===== config.mk =====
export PLATFORM = sky130hd
export DESIGN_NAME = mon_alloc
export DESIGN_NICKNAME = d
export VERILOG_FILES = /design/src/rtl/mon_alloc_pkg.sv /design/src/rtl/mon_free_finder.sv /design/src/rtl/mon_bind_table.sv /design/src/rtl/mon_alloc.sv
export SDC_FILE = /design/constraint.sdc
export NUM_CORES = 2
export LEC_CHECK = 0
export ABC_CLOCK_PERIOD_IN_PS = 8200
export CORE_MARGIN = 5
export CORE_UTILIZATION = 40
export DETAILED_ROUTE_END_ITERATION = 10
export PLACE_DENSITY = 0.57
export REMOVE_ABC_BUFFERS = 1
export SYNTH_ARGS = -nofsm -noshare
export SYNTH_HDL_FRONTEND = slang
export SYNTH_SLANG_ARGS = --single-unit
export TNS_END_PERCENT = 10

===== constraint.sdc =====
create_clock -name clk -period 8.2 [get_ports clk]
set_input_delay 1.64 -clock clk [delete_from_list [all_inputs] [get_ports clk]]
set_output_delay 1.64 -clock clk [all_outputs]
set_load 0.02 [all_outputs]

===== src/rtl/mon_alloc_pkg.sv =====
package mon_alloc_pkg;
  typedef enum logic {REQ_ACT = 1'b0, REQ_DEACT = 1'b1} req_kind_e;
  typedef enum logic {RSP_CONFIRM = 1'b0, RSP_DENY = 1'b1} rsp_kind_e;
endpackage


===== src/rtl/mon_free_finder.sv =====
module mon_free_finder #(
  parameter int NUM_ENG = 128,
  localparam int IDX_W = $clog2(NUM_ENG)
) (
  input  logic [NUM_ENG-1:0] busy,
  output logic               found,
  output logic [IDX_W-1:0]   idx
);
  // lowest index wins: scan from the top so the last hit is the smallest
  always_comb begin
    found = 1'b0;
    idx   = '0;
    for (int i = NUM_ENG - 1; i >= 0; i--) begin
      if (!busy[i]) begin
        found = 1'b1;
        idx   = IDX_W'(i);
      end
    end
  end

  always_comb begin
    if (found) p_pick_free_r3: assert (!busy[idx]);
    else       p_none_free_r4: assert (&busy);
  end
endmodule


===== src/rtl/mon_bind_table.sv =====
module mon_bind_table #(
  parameter int NUM_ENG = 128,
  parameter int CID_W   = 16,
  localparam int IDX_W  = $clog2(NUM_ENG)
) (
  input  logic               clk,
  input  logic               rst,
  input  logic               set_en,
  input  logic [IDX_W-1:0]   set_idx,
  input  logic [CID_W-1:0]   set_cid,
  input  logic               clr_en,
  input  logic [IDX_W-1:0]   clr_idx,
  input  logic [CID_W-1:0]   look_cid,
  output logic [NUM_ENG-1:0] busy,
  output logic               hit,
  output logic [IDX_W-1:0]   hit_idx
);
  logic [CID_W-1:0]   cid_tab [NUM_ENG];
  logic [NUM_ENG-1:0] match;

  always_ff @(posedge clk) begin
    if (rst) begin
      busy <= '0;
    end else begin
      if (set_en) busy[set_idx] <= 1'b1;
      if (clr_en) busy[clr_idx] <= 1'b0;
    end
  end

  // identifier store: single write port, no reset
  always_ff @(posedge clk) begin
    if (set_en) cid_tab[set_idx] <= set_cid;
  end

  for (genvar g = 0; g < NUM_ENG; g++) begin : g_cmp
    assign match[g] = busy[g] && (cid_tab[g] == look_cid);
  end

  always_comb begin
    hit_idx = '0;
    for (int i = 0; i < NUM_ENG; i++) begin
      if (match[i]) hit_idx = hit_idx | IDX_W'(i);
    end
  end
  assign hit = |match;

  p_single_bind_r5: assert property (@(posedge clk) disable iff (rst)
    $onehot0(match));
  p_set_only_free_r3: assert property (@(posedge clk) disable iff (rst)
    set_en |-> !busy[set_idx]);
  p_clr_only_busy_r6: assert property (@(posedge clk) disable iff (rst)
    clr_en |-> busy[clr_idx]);
  p_step_one_r8: assert property (@(posedge clk) disable iff (rst)
    !(set_en && clr_en));
endmodule


===== src/rtl/mon_alloc.sv =====
module mon_alloc
  import mon_alloc_pkg::*;
#(
  parameter int NUM_ENG = 128,
  parameter int CID_W   = 16,
  localparam int IDX_W  = $clog2(NUM_ENG)
) (
  input  logic             clk,
  input  logic             rst,
  input  logic             req_valid,
  input  logic             req_kind,
  input  logic [CID_W-1:0] req_cid,
  output logic             rsp_valid,
  output logic             rsp_kind,
  output logic [IDX_W-1:0] rsp_idx
);
  logic [NUM_ENG-1:0] busy;
  logic               hit, free_found;
  logic [IDX_W-1:0]   hit_idx, free_idx;
  logic               is_act, is_deact, do_alloc, do_release, deny;

  assign is_act     = req_valid && (req_kind == REQ_ACT);
  assign is_deact   = req_valid && (req_kind == REQ_DEACT);
  assign do_alloc   = is_act && !hit && free_found;
  assign do_release = is_deact && hit;
  assign deny       = is_act && !hit && !free_found;

  mon_free_finder #(.NUM_ENG(NUM_ENG)) u_find (
    .busy  (busy),
    .found (free_found),
    .idx   (free_idx)
  );

  mon_bind_table #(.NUM_ENG(NUM_ENG), .CID_W(CID_W)) u_tab (
    .clk      (clk),
    .rst      (rst),
    .set_en   (do_alloc),
    .set_idx  (free_idx),
    .set_cid  (req_cid),
    .clr_en   (do_release),
    .clr_idx  (hit_idx),
    .look_cid (req_cid),
    .busy     (busy),
    .hit      (hit),
    .hit_idx  (hit_idx)
  );

  always_ff @(posedge clk) begin
    if (rst) begin
      rsp_valid <= 1'b0;
      rsp_kind  <= RSP_CONFIRM;
      rsp_idx   <= '0;
    end else begin
      rsp_valid <= req_valid;
      rsp_kind  <= deny ? RSP_DENY : RSP_CONFIRM;
      if (req_valid && hit)        rsp_idx <= hit_idx;
      else if (is_act && !deny)    rsp_idx <= free_idx;
      else                         rsp_idx <= '0;
    end
  end

  p_rsp_follows_req_r2: assert property (@(posedge clk) disable iff (rst)
    req_valid |=> rsp_valid);
  p_no_spurious_rsp_r2: assert property (@(posedge clk) disable iff (rst)
    !req_valid |=> !rsp_valid);
  p_deact_confirm_r7: assert property (@(posedge clk) disable iff (rst)
    is_deact |=> (rsp_kind == RSP_CONFIRM));
  p_deny_only_full_r4: assert property (@(posedge clk) disable iff (rst)
    (is_act && !(&busy)) |=> (rsp_kind == RSP_CONFIRM));
  p_bound_confirm_r5: assert property (@(posedge clk) disable iff (rst)
    (is_act && hit) |=> (rsp_kind == RSP_CONFIRM));
  p_deny_keeps_state_r4: assert property (@(posedge clk) disable iff (rst)
    deny |=> $stable(busy));
endmodule


==> summary.md <==
| Metric | Value |
|---|---|
| Final Critical Period | 6752 ps |
| Cell Area, Synth | 100200 sq um |
| Area Overhead vs Synth | 13.67% |
| Initial Util | 40.25% |
| # rows | between 150 and 200 |
| Area of placed instances | 106400 sq um |
| Clk sinks | 2185 |
| Die Width | approximately 510 microns |
| Total core area | 248900 sq um |
| Pwr/cell area | approximately 210 nW/um^2 |
| Placer Congestion | 0.9800 |
| Clock tree buffer depth | 3 |
| Max Slew Vio Count | 0 |
| R2r worst-path depth | 10 |
| Crit share post-route | 82.35% |
| Post-CTS Setup Inserts | 0 |
| CP endpoint kind | register |
| Leakage power | 0.03561 uW |
| IR drop worst, VDD | 197.1 uV |
| Seq/Total Area, Yosys | 64.13% |
| Post-CTS sizing | 0 |
| Avg Cell Area, Syn | 14.20 sq um |
| First-pass GRT wire length | 437.9 mm |
| Worst Path Class, Setup | in -> reg |
| Clk_lat worst skew | 900 ps |
| Routed wire length | 305.0 mm |
| Fin Hold WS | 578.7 ps |
| Max transition margin | roughly 5.5% |
| Ys flop type | edfxtp_1 |
| Worst-Margin Slew | 1417 ps |
| First-iteration detailed-routing DRC count | 6326 |
| Hold depth | 2 |
| Via-to-Cell Ratio | 5.647 |
| Worst EP arrival | 7310 ps |
| Post-synth top area share | roughly three fifths |
| Filler cell count | 21930 |
| Asr flop ratio synth | 0% |
| Setup crit end | u_tab.cid_tab[96][6] |
| Core Util, Final | 45.75% |
| Post-synth EDFFs | 2048 |
| Gate Count Post-Synth | 7052 |
| Full die area | between 200000 and 300000 sq um |
| Most common cell after layout, fill and taps aside | edfxtp_1 |
| DR vias | 61820 |
| Path type of the worst min-delay path | reg -> reg |
| Pre-antenna DRT Iters | 9 |
| Layout cells sized above 1 | 12.60% |
| Top cells by area, synth | edfxtp_1 61%, xor2_1 11%, xnor2_1 7.2% |
| Setup tns final | 0 ps |
| Crit. Startpoint | req_cid[13] |
| CTS tree | yes |
| Flop2flop setup slack | 2090 ps |
| Yosys reg bits | 2185 |
| Max-cap viol count | 0 |
| H-tree depth | 4 |
| Clock slew at reported path FFs | 60 ps |
| Vias in the first global route | 60570 |
| Final setup fails | 0 |
| Yosys top cell by area | edfxtp_1 |
| Final hold violation count | 0 |
| DR DRC count | 0 |
| Die height | around 510 microns |
| GRT Total Usage | 22.88% |
| I/O pin count | 29 |
| Status | completed |
| Distinct cells, synth | 94 |
| Yosys warns | 0 |
| R2R Path End | u_tab.cid_tab[86][8] |
| Number of buffers added on ports | 28 |
| FMAX | 148.1 MHz |
| CTS Buf Count | 226 |
| Worst setup SP type | primary input |
| Unrepaired setup endpoints after global routing | false |
| Required time worst endpoint | around 8800 ps |
| Crit path max fanout | 45 |
| Root Driver | clkbuf_16 |
| Largest net degree at the start of global routing | 78 |
| Clock skew | 67.30 ps |
| Hold Buf Count CTS | 0 |
| Routed Antenna Nets | 0 |
| Post-layout instance area | 113900 sq um |
| Wirelength per Cell | about 28 microns |
| Initial antenna violation count | 20 |
| Final HPWL DP | around 200 mm |
| Final net count | about 7400 |
| GRT overflow | 0 |
| Most frequent cells in the layout | 2048 x edfxtp_1, 1233 x xor2_1, 824 x xnor2_1, 385 x buf_4, 360 x nor4_1 |
| FF-to-FF Start | u_tab.busy[93] |
-- cell usage after synthesis, types with 21 or more instances --
| master | number |
|---|---|
| o22ai_1 | 53 |
| nand2_1 | 220 |
| buf_4 | 87 |
| and3_1 | 79 |
| inv_1 | 78 |
| a21oi_1 | 107 |
| or3_1 | 32 |
| a211oi_1 | 103 |
| nand2b_1 | 31 |
| nand3_1 | 169 |
| and4_1 | 27 |
| a31oi_1 | 29 |
| o21ai_0 | 40 |
| nor3_1 | 147 |
| buf_2 | 29 |
| xor2_1 | 1233 |
| nor4_1 | 393 |
| nor2_1 | 139 |
| edfxtp_1 | 2048 |
| nand3b_1 | 21 |
| nor4b_1 | 26 |
| nand4_1 | 322 |
| xnor2_1 | 824 |
| clkbuf_1 | 76 |
| buf_6 | 120 |
| nand4b_1 | 27 |
| dfxtp_1 | 137 |
| or4_1 | 113 |
-- where the power goes --
part           internal, uW  switching, uW  total (uW)
Clock                  5810           4520       10300
Sequential            12200           3.06       12200
Combinational           448            910        1360
-- area by class of cell --
cell class	instances	area, sq um	area share (%)
flip-flops and latches	2185	64240	56.42
well taps	3330	4167	3.659
clock buffers	287	6047	5.311
diodes	6	15.01	0.01319
clock inverters	143	1418	1.245
repair buffers	466	4322	3.796
multi-input cells	4452	33350	29.29
inverters	79	296.5	0.2604
-- worst min-delay path by stage --
stage               startpoint               to  slack [ps]
2_1_floorplan    u_tab.busy[8]    u_tab.busy[8]         480
3_3_place_gp   u_tab.busy[108]  u_tab.busy[108]         560
3_5_place_dp   u_tab.busy[126]  u_tab.busy[126]         560
4_1_cts        u_tab.busy[126]  u_tab.busy[126]         570
5_1_grt         u_tab.busy[62]   u_tab.busy[62]         620
6_report       u_tab.busy[126]  u_tab.busy[126]         580
-- metal layers --
layer | global-route usage, % | vias to the layer above | wire [microns]
met5 | 0 | - | 46
met3 | 4.093 | 578 | 22000
met2 | 35.34 | 2426 | 136900
li1 | - | 27280 | -
met4 | 7.767 | 6 | 11340
met1 | 32.68 | 31540 | 134700
-- flip-flops by register name, indices dropped and copies added, names as in the netlist --
signal / flops
u_tab.cid_tab: 2048
rsp_kind: 1
rsp_valid: 1
u_tab.busy: 128
rsp_idx: 7
-- cell families after synthesis --
family                    Yosys count  share of synthesized area, %
DFF                              2185                         64.13
and+or+nand+nor                  1897                         11.32
buffers and inverters             415                         2.994
AOI/OAI and AO/OA                 497                         3.545
xor gates and xnor gates         2058                         18.00
-- critical path, stage by stage --
cell       delay [ps]
buf_8             470
buf_4             310
buf_4             330
xor2_1            230
nor2_1             60
nand4b_1           90
or3_1             120
o311ai_0          190
a2111oi_1         840
buf_4             270
nand4_1           330
or3_1             530
buf_4             210
buf_4             170
or3_1             740
nor3_2            310
buf_4             280
-- metrics by stage --
stage / power [uW] / setup WS, ps / instances
finish: 23880 / 1448 / 10950
global route: 24620 / 1422 / 10950
CTS: 24060 / 1522 / 10940
detailed placement: 13790 / 585.6 / 10510
global placement: 13770 / 690.8 / 10510
floorplan: 12950 / 1604 / 6716
Power figures use the tool's default switching activity.
